==> src/rtl/dpaf_pkg.sv <==
// Package: shared constants and the register-select type for the direct page
// address formation unit. Assumes an 8-bit register bus by default.
package dpaf_pkg;

    // Default register offsets on the register bus
    localparam logic [7:0] DEF_DP_OFFSET = 8'h11;
    localparam logic [7:0] DEF_GP_OFFSET = 8'h10;

    // Decoded target of a register bus cycle
    typedef enum logic [1:0] {
        SEL_NONE = 2'd0,
        SEL_DP   = 2'd1,
        SEL_GP   = 2'd2
    } reg_sel_e;

endpackage

==> src/rtl/dpaf_page_reg.sv <==
// Module: one page register with synchronous active-low reset to zero.
// With ONCE = 1 it accepts every write while special is high, and only the
// first write while special is low; that first normal write arms a lock that
// only reset clears. With ONCE = 0 it accepts every write.
// Assumes wr_en is already qualified by the address decode.
module dpaf_page_reg #(
    parameter int W    = 8,
    parameter bit ONCE = 1'b0
) (
    input  logic         clk,
    input  logic         rst_n,
    input  logic         wr_en,
    input  logic         special,
    input  logic [W-1:0] wdata,
    output logic [W-1:0] q
);

    logic [W-1:0] q_r;

    generate
        if (ONCE) begin : g_once
            logic locked_r;
            logic accept;

            // Decide whether this write may land in the register
            always_comb begin
                accept = wr_en && (special || !locked_r);
            end

            // Hold the page value
            always_ff @(posedge clk) begin
                if (!rst_n) begin
                    q_r <= '0;
                end else if (accept) begin
                    q_r <= wdata;
                end
            end

            // Arm the lock on the first accepted normal-mode write
            always_ff @(posedge clk) begin
                if (!rst_n) begin
                    locked_r <= 1'b0;
                end else if (wr_en && !special) begin
                    locked_r <= 1'b1;
                end
            end
        end else begin : g_free
            logic unused_special;

            // Special mode has no effect on a free register
            always_comb begin
                unused_special = special;
            end

            // Hold the page value
            always_ff @(posedge clk) begin
                if (!rst_n) begin
                    q_r <= '0;
                end else if (wr_en) begin
                    q_r <= wdata;
                end
            end
        end
    endgenerate

    assign q = q_r;

endmodule

==> src/rtl/dpaf_read_mux.sv <==
// Module: combinational read-back of the page registers. Narrow registers are
// zero-extended to the bus width; unmapped offsets read zero.
// Assumes DP_W and GP_W do not exceed DATA_W.
module dpaf_read_mux #(
    parameter int DATA_W = 8,
    parameter int DP_W   = 8,
    parameter int GP_W   = 7
) (
    input  dpaf_pkg::reg_sel_e sel,
    input  logic [DP_W-1:0]    dp_q,
    input  logic [GP_W-1:0]    gp_q,
    output logic [DATA_W-1:0]  rdata
);

    // Select and zero-extend the addressed register
    always_comb begin
        rdata = '0;
        unique case (sel)
            dpaf_pkg::SEL_DP: rdata[DP_W-1:0] = dp_q;
            dpaf_pkg::SEL_GP: rdata[GP_W-1:0] = gp_q;
            default:          rdata = '0;
        endcase
    end

endmodule

==> src/rtl/dpaf_addr_former.sv <==
// Module: combinational global address formation for direct-mode accesses.
// The layout from the top down is {upper page, direct page, operand}. The
// upper page comes from the global page register for global instructions and
// from the expansion input otherwise.
module dpaf_addr_former #(
    parameter int DP_W  = 8,
    parameter int GP_W  = 7,
    parameter int OP_W  = 8,
    localparam int GA_W = GP_W + DP_W + OP_W
) (
    input  logic [DP_W-1:0] dp_q,
    input  logic [GP_W-1:0] gp_q,
    input  logic [OP_W-1:0] operand,
    input  logic            is_global,
    input  logic [GP_W-1:0] ext_upper,
    output logic [GA_W-1:0] gaddr
);

    logic [GP_W-1:0] upper;

    // Pick the source of the upper address bits
    always_comb begin
        upper = is_global ? gp_q : ext_upper;
    end

    // Concatenate the address fields
    always_comb begin
        gaddr = {upper, dp_q, operand};
    end

endmodule

==> src/rtl/dpaf_top.sv <==
// Module: top of the direct page address formation unit. Decodes the register
// bus, holds a write-once direct page register and a free global page
// register, and forms the global address for direct-mode accesses.
// Assumes at most one register write per cycle and a synchronous active-low
// reset.
module dpaf_top #(
    parameter int          ADDR_W    = 8,
    parameter int          DATA_W    = 8,
    parameter int          DP_W      = 8,
    parameter int          GP_W      = 7,
    parameter int          OP_W      = 8,
    parameter logic [7:0]  DP_OFFSET = dpaf_pkg::DEF_DP_OFFSET,
    parameter logic [7:0]  GP_OFFSET = dpaf_pkg::DEF_GP_OFFSET,
    localparam int         GA_W      = GP_W + DP_W + OP_W
) (
    input  logic              clk,
    input  logic              rst_n,
    input  logic [ADDR_W-1:0] reg_addr,
    input  logic [DATA_W-1:0] reg_wdata,
    input  logic              reg_wr,
    input  logic              special_mode,
    output logic [DATA_W-1:0] reg_rdata,
    input  logic [OP_W-1:0]   acc_operand,
    input  logic              acc_global,
    input  logic [GP_W-1:0]   ext_upper,
    output logic [GA_W-1:0]   gaddr
);

    dpaf_pkg::reg_sel_e sel;
    logic [DP_W-1:0]    dp_q;
    logic [GP_W-1:0]    gp_q;
    logic               dp_wr;
    logic               gp_wr;

    // Decode the register bus offset
    always_comb begin
        if (reg_addr == ADDR_W'(DP_OFFSET)) begin
            sel = dpaf_pkg::SEL_DP;
        end else if (reg_addr == ADDR_W'(GP_OFFSET)) begin
            sel = dpaf_pkg::SEL_GP;
        end else begin
            sel = dpaf_pkg::SEL_NONE;
        end
    end

    // Qualify the write strobe per register
    always_comb begin
        dp_wr = reg_wr && (sel == dpaf_pkg::SEL_DP);
        gp_wr = reg_wr && (sel == dpaf_pkg::SEL_GP);
    end

    dpaf_page_reg #(.W(DP_W), .ONCE(1'b1)) u_dp_reg (
        .clk     (clk),
        .rst_n   (rst_n),
        .wr_en   (dp_wr),
        .special (special_mode),
        .wdata   (reg_wdata[DP_W-1:0]),
        .q       (dp_q)
    );

    dpaf_page_reg #(.W(GP_W), .ONCE(1'b0)) u_gp_reg (
        .clk     (clk),
        .rst_n   (rst_n),
        .wr_en   (gp_wr),
        .special (special_mode),
        .wdata   (reg_wdata[GP_W-1:0]),
        .q       (gp_q)
    );

    dpaf_read_mux #(.DATA_W(DATA_W), .DP_W(DP_W), .GP_W(GP_W)) u_rd_mux (
        .sel   (sel),
        .dp_q  (dp_q),
        .gp_q  (gp_q),
        .rdata (reg_rdata)
    );

    dpaf_addr_former #(.DP_W(DP_W), .GP_W(GP_W), .OP_W(OP_W)) u_addr (
        .dp_q      (dp_q),
        .gp_q      (gp_q),
        .operand   (acc_operand),
        .is_global (acc_global),
        .ext_upper (ext_upper),
        .gaddr     (gaddr)
    );

endmodule

==> config.mk <==
export PLATFORM = sky130hd
export DESIGN_NAME = dpaf_top
export DESIGN_NICKNAME = d
export VERILOG_FILES = /design/src/rtl/dpaf_pkg.sv /design/src/rtl/dpaf_page_reg.sv /design/src/rtl/dpaf_read_mux.sv /design/src/rtl/dpaf_addr_former.sv /design/src/rtl/dpaf_top.sv
export SDC_FILE = /design/constraint.sdc
export NUM_CORES = 1
export LEC_CHECK = 0
export CORE_UTILIZATION = 33
export DETAILED_ROUTE_END_ITERATION = 10
export GPL_TIMING_DRIVEN = 0
export HOLD_SLACK_MARGIN = 0.15
export PLACE_DENSITY = 0.82
export SETUP_SLACK_MARGIN = 0.5
export SLEW_MARGIN = 15
export SYNTH_ARGS = -nofsm -noshare
export SYNTH_HDL_FRONTEND = slang
export SYNTH_SLANG_ARGS = --single-unit
==> constraint.sdc <==
create_clock -name clk -period 2.95 [get_ports clk]
set_input_delay 0.7375 -clock clk [delete_from_list [all_inputs] [get_ports clk]]
set_output_delay 0.7375 -clock clk [all_outputs]
set_load 0.01 [all_outputs]
==> results of run 1 <==
[layout make-up]
cell class	instances	area, µm²	area share
repair buffers	66	603	0.375
well taps	30	37.5	0.0233
flip-flops and latches	16	320	0.199
inverters	3	11.3	0.00700
multi-input cells	63	509	0.316
clock buffers	4	36.3	0.0226
plain buffers	13	91.3	0.0568
[worst max-delay path: stages]
cell and delay [ns]:
buf_6 0.10, or4b_4 0.56, nor2_4 0.20, buf_6 0.13, buf_6 0.08, a22o_1 0.11
buf_2 0.13
[per-stage QoR]
stage | TNS (ns) | instances
after floorplan | 0 | 95
after global placement | -4.48 | 182
after detailed placement | -4.77 | 182
after CTS | 0 | 195
after global routing | 0 | 195
final | 0 | 195
[cell usage in the layout, fill, tap and decap left out]
cell,n
and3_1,1
mux2_2,7
buf_4,12
o2111ai_2,1
clkbuf_1,2
mux2i_1,15
clkbuf_2,2
or3_1,1
and2_1,1
nor2b_1,1
a22o_1,7
nor4b_4,2
clkbuf_4,4
clkdlybuf4s15_1,2
inv_1,3
or4_4,1
dlygate4sd2_1,6
dfxtp_1,16
buf_6,9
buf_8,1
a41oi_1,1
or4b_4,1
buf_2,10
nand2_1,23
nor2_4,1
clkbuf_8,1
clkdlybuf4s50_1,34
[sequential cells by signal, indices dropped and copies added, names as in the netlist]
signal,cells
u_dp_reg.g_once.locked_r,1
u_dp_reg.q,8
u_gp_reg.q,7
[cells by family (layout without fill, tap and decap cells)]
kind of cell           after synthesis  in the layout  share of synthesized area
flip-flops                          16             16                      0.363
buffers and inverters               16             86                      0.111
AND/OR/NAND/NOR                     32             32                      0.170
AO/OA/AOI/OAI                        9              9                     0.0965
multiplexers                        22             22                      0.260
[worst paths after layout]
path                                          startpoint       endpoint  cells past startpoint
worst max-delay path                         reg_addr[7]   reg_rdata[5]                      7
worst min-delay path                       u_dp_reg.q[7]  u_dp_reg.q[7]                      2
worst max register to register  u_dp_reg.g_once.locked_r  u_dp_reg.q[3]                      3
worst min register to register             u_dp_reg.q[7]  u_dp_reg.q[7]                      2
[metal layers]
metal	vias to the layer above	share of wire	global-route usage
met5	-	0	0
met4	0	0.0061	0.110
met3	2	0.071	0.0367
met2	53	0.53	0.401
met1	443	0.39	0.201
li1	461	-	-
[cells in the mapped netlist (all sizes together)]
cell / n
buf: 9
inv: 3
or4b: 1
a41oi: 1
dfxtp: 16
nand2: 23
and3: 1
nor2b: 1
o2111ai: 1
clkbuf: 4
mux2i: 15
or3: 1
nor4b: 2
a22o: 7
nor2: 1
or4: 1
mux2: 7
and2: 1
[what timing repair did]
item,4_1_cts,5_1_grt
buffers inserted,9,0
endpoints found under the setup margin,15,9
hold buffers,0,0
pin swaps,9,6
resized for setup,81,9
[power groups by stage]
stage / logic [W] / clock network [W] / registers (W)
after global routing: 0.000104 / 0.000162 / 0.000216
final: 0.0000985 / 0.000148 / 0.000216
after CTS: 0.0000974 / 0.000152 / 0.000216
after detailed placement: 0.0000950 / 0 / 0.000221
after floorplan: 0.0000328 / 0 / 0.000221
after global placement: 0.0000941 / 0 / 0.000221
==> key figures, run 1 <==
Route
  • Remaining antenna violation count: 0
  • Drt first pass iters: 4
  • Detailed Route Iter0 Violations: 15
  • Routed wire length: 2790 µm
  • DR WL/cell: 14.3 µm
  • Via-to-Cell Ratio: 4.92
  • DRC: 0
  • Vias: 959

Layout
  • Fin nets: 202
  • Diodes inserted: 0
  • Fillcell total: 207
  • Layout Utilization: 0.644
  • Design area: 1610 µm²
  • Area delta synth->final: 82.4%
  • Layout cell share with drive strength beyond 1: 0.315

Synthesis
  • Synthesized instance count: 95
  • FF+latch count, synth: 16
  • Syn Nets: 131
  • Yosys top cell area share: 0.363
  • Mean post-synth cell area: 9.29 µm²
  • YS warnings: 0
  • Synthesized cell area: 882 µm²
  • Post-synth top area cell: dfxtp_1
  • Seq/Total Area, Yosys: 0.363
  • Yosys cell types: 19
  • Synth area leaders: dfxtp_1 (36%), mux2i_1 (17%), nand2_1 (9.8%)

Clocking
  • TritonCTS Buffers: 3
  • Num Clock Sinks: 16
  • TritonCTS clock tree: yes
  • Root Driver: clkbuf_4
  • CTS clock-pin slew for the worst setup and hold paths: 0.10 ns
  • H-tree lvl count: 1
  • Clock Latency Late Sink: 0.29 ns
  • Worst-case clock buffer depth: 2

Power and ir drop
  • Clock power frac: 0.319
  • Comb pwr share: 0.213
  • Sequential Power Share: 0.468
  • Overall Power: 0.000463 W
  • Sw power: 0.000107 W
  • Worst IR Drop VDD: 0.191 mV
  • P_leak: 0.792 nW
  • Int Pwr: 0.000355 W
  • Pwr/cell area: 287 nW/µm²
  • Sw Ratio: 0.232

STA
  • Period utilization: 0.943
  • Tmin final: 2.78 ns
  • Clock skew: 0.00322 ns
  • Worst-Margin Slew: 0.699 ns
  • Setup WS post-layout: 0.169 ns
  • Slew headroom: 0.534
  • Hold Vio Cnt, Final: 0
  • RSZ-0062 raised after global routing: yes
  • Hold_ws: 0.477 ns
  • FMAX: 360 MHz
  • Slew Viols, Final: 0
  • Count of final setup violators: 0

Run
  • MaxCap Viol Count: 0

Placed design
  • GPL Wtd Cong: 0.680
  • Post-Place Cell Area: 1510 µm²
  • DP Wirelength: 1970 µm
  • Number of port buffers: 57
  • Pre-CTS WS: -0.670 ns

Critical path
  • CP Capture Type: output pin
  • Critical Path AT: 2.04 ns
  • Startpoint Class: input port
  • Reg-to-reg slack, setup: 1.61 ns
  • Critical path required time: 2.21 ns
  • Critical path type: in -> out
  • Worst-path fanout max: 5

Global route
  • First-pass GRT wire length: 4180 µm
  • Grt ovf: 0
  • Gr usage total: 0.206
  • Pin count of the biggest net entering global routing: 11
  • Number of global-route vias before repair: 1,020
  • Initial antenna violation count: 0

Die
  • Initial core utilization: 0.353
  • Rows: 18
  • I/O Pins: 67
  • Die Width: 53.7 µm
  • Die Ht: 53.7 µm
  • Die area: 2880 µm²
  • Area of the core: 2500 µm²

Worst hold path
  • Min-Delay Path Class: reg -> reg

Run status
  • Status: complete, no violations
(Power assumes the default switching activity.)
==> run 2, diff against run 1 <==
ABC_AREA = 1   (was unset)
CORE_UTILIZATION = 36   (was 33)
GPL_TIMING_DRIVEN = unset   (was 0)
==> run 2 against run 1 <==
- critical path depth is 4 lower
- combinational power fell by 8.3%
- hold slack gained 0.032 ns
- flip-flop and latch count unchanged
- final area increased by 0.31%
- die area grew 11%
- maximum frequency grew 16%
- register-to-register slack improved by 0.26 ns
- sequential share of layout area down 0.062 points
- routed wire length grew 3.4%
- clock power barely moved
- global-route usage fell by 1.4 points
- highest routed layer unchanged
==> key figures, run 2 <==
Layout
  • Design area: 1610 µm²
  • Area delta synth->final: 50.7%
  • Commonest non-fill, non-tap cells in the layout: clkdlybuf4s50_1 (26), nor2_1 (24), nand2_1 (18), dfxtp_1 (16), inv_1 (15)
  • Diodes inserted: 0
  • Max reg flops: 8
  • Layout Utilization: 0.580
  • Layout cell share with drive strength beyond 1: 0.284
  • Final Non-Filler Cells: 225
  • Commonest non-fill, non-tap cell in the layout: clkdlybuf4s50_1
  • Fin nets: 231

Placed design
  • Pre-CTS WS: -0.183 ns
  • DP Wirelength: 1790 µm
  • Post-Place Cell Area: 1560 µm²
  • Number of port buffers: 50
  • DP Cell Count: 215
  • GPL Wtd Cong: 0.714

Global route
  • First-pass GRT wire length: 4780 µm
  • Gr usage total: 0.192
  • Grt ovf: 0
  • Initial antenna violation count: 0
  • Pin count of the biggest net entering global routing: 17
  • Number of global-route vias before repair: 1,087

STA
  • Worst-Margin Slew: 0.564 ns
  • Hold Vio Cnt, Final: 0
  • Clock skew: 0.00119 ns
  • Hold_ws: 0.509 ns
  • Slew headroom: 0.623
  • Count of final setup violators: 0
  • Setup WS post-layout: 0.546 ns
  • RSZ-0062 raised after global routing: yes
  • Tmin final: 2.40 ns
  • FMAX: 416 MHz
  • Slew Viols, Final: 0
  • Period utilization: 0.815

Power and ir drop
  • Int Pwr: 0.000342 W
  • Pwr/cell area: 282 nW/µm²
  • Clock power frac: 0.325
  • Comb pwr share: 0.199
  • Sw Ratio: 0.249
  • Sequential Power Share: 0.476
  • Sw power: 0.000113 W
  • Worst IR Drop VDD: 0.178 mV
  • P_leak: 0.771 nW

Clocking
  • Post-CTS Hold Fix Bufs: 0
  • Worst-case clock buffer depth: 2
  • TritonCTS Buffers: 3
  • Root Driver: clkbuf_4
  • Clock Latency Late Sink: 0.29 ns
  • TritonCTS clock tree: yes
  • Num Clock Sinks: 16
  • CTS clock-pin slew for the worst setup and hold paths: 0.10 ns
  • H-tree lvl count: 1

Die
  • I/O Pins: 67
  • Die Ht: 56.5 µm
  • Rows: 19
  • Area of the core: 2780 µm²
  • Die area: 3200 µm²
  • Die Width: 56.5 µm
  • Initial core utilization: 0.385

Synthesis
  • Synth Area in Adders: 0
  • Yosys top cell area share: 0.299
  • Top FF cell, synth: dfxtp_1
  • Yosys cell types: 22
  • Synth Area in Simple Gates: 0.350
  • Asr flop ratio synth: 0
  • Top-count cell post-synth: nor2_1
  • Synthesized instance count: 143
  • Mean post-synth cell area: 7.49 µm²
  • Synth area leaders: dfxtp_1 (30%), nor2_1 (8.8%), mux2_2 (7.4%)
  • YS warnings: 0
  • FF+latch count, synth: 16
  • Syn Nets: 179
  • EDFF count, synth: 0
  • Synthesized cell area: 1070 µm²
  • Mux contribution to synthesized area: 0.0736
  • Largest family of logic cells by synthesized area: simple AND/OR/NAND/NOR gates
  • Post-synth top area cell: dfxtp_1
  • Synth Area in Compound Gates: 0.0970
  • Seq/Total Area, Yosys: 0.299
  • Top cells by count, synth: nor2_1 (25), nand2_1 (18), dfxtp_1 (16), inv_1 (16)
  • XOR/XNOR Fraction of Synth Area: 0

Run status
  • Status: complete, no violations

Critical path
  • Reg-to-reg slack, setup: 1.87 ns
  • Reg-to-reg startpoint: u_dp_reg.g_once.locked_r
  • Critical path's slowest cell: clkdlybuf4s50_1
  • FF-to-FF End: u_dp_reg.q[5]
  • Worst path bufs/invs: 2
  • Number of stages on the worst setup path: 3
  • Worst-path cell chain: clkdlybuf4s50_1 -> mux2_2 -> dlygate4sd2_1
  • CP peak stage delay: 0.39 ns
  • Crit-path leading delay family: buffers and inverters
  • Worst-path fanout max: 1
  • Critical Path AT: 1.67 ns
  • Worst r2r path cells: 5
  • CP Capture Type: output pin
  • Critical path required time: 2.21 ns
  • Startpoint Class: input port
  • Critical path type: in -> out

Route
  • Detailed Route Iter0 Violations: 40
  • Remaining antenna violation count: 0
  • DRC: 0
  • Drt first pass iters: 4
  • Via-to-Cell Ratio: 5.13
  • Met3 WL: 266 µm
  • M1 WL: 1180 µm
  • Routed wire length: 2880 µm
  • DR WL/cell: 12.8 µm
  • WL met2: 1370 µm
  • Vias: 1,155
  • DR top layer: met4

Worst hold path
  • Hold depth: 2
  • Hold EP: u_dp_reg.q[1]
  • Min-Delay Path Class: reg -> reg
  • Hold_sp: u_dp_reg.q[1]

Run
  • MaxCap Viol Count: 0
run 2: cell type report:
cell class	instances	area [µm²]
Clock buffer	4	36.3
Fill cell	265	1170
Inverter	18	67.6
Multi-Input combinational cell	95	592
Sequential cell	16	320
Tap cell	31	38.8
Timing Repair Buffer	61	559
run 2: worst min-delay path, cell delays in order (launching register included):
cell     delay, ns
dfxtp_1       0.34
nor2_1        0.10
nor2_1        0.05
run 2: through the flow:
step           setup TNS (ns)  total power (W)
6_report                    0         0.000455
5_1_grt                     0         0.000472
4_1_cts                     0         0.000455
3_5_place_dp            -1.24         0.000314
3_3_place_gp            -1.18         0.000313
2_1_floorplan               0         0.000271
run 2: layer usage:
| layer | global-route usage | vias up |
|---|---|---|
| met4 | 0.0941 | 0 |
| met3 | 0.0530 | 10 |
| met5 | 0 | - |
| met2 | 0.309 | 65 |
| met1 | 0.233 | 516 |
| li1 | - | 564 |
run 2: how the worst max path moves through the flow:
| stage | start | end | slack (ns) |
|---|---|---|---|
| floorplan | reg_addr[3] | reg_rdata[3] | 0.82 |
| global placement | reg_addr[0] | reg_rdata[0] | -0.17 |
| detailed placement | reg_addr[4] | reg_rdata[1] | -0.18 |
| CTS | reg_addr[1] | reg_rdata[7] | 0.51 |
| global route | reg_addr[1] | reg_rdata[3] | 0.49 |
| finish | ext_upper[3] | gaddr[19] | 0.55 |
run 2: cells by family after synthesis:
logic type,after synthesis
AO/OA/AOI/OAI,15
flip-flops,16
AND/OR/NAND/NOR,72
buffers and inverters,33
multiplexers,7
run 2: repair_timing:
item / in CTS / in global routing
hold endpoints to repair: 0 / 0
pin swaps: 12 / 9
setup endpoints to repair: 15 / 10
cloned: 2 / 0
resized for setup: 62 / 12
buffers inserted: 4 / 0
run 2: power by group through the flow:
stage | Clock, W | Sequential, W | Combinational (W)
6_report | 0.000148 | 0.000217 | 0.0000903
5_1_grt | 0.000156 | 0.000217 | 0.0000991
4_1_cts | 0.000146 | 0.000217 | 0.0000919
3_5_place_dp | 0 | 0.000222 | 0.0000923
3_3_place_gp | 0 | 0.000222 | 0.0000918
2_1_floorplan | 0 | 0.000222 | 0.0000490
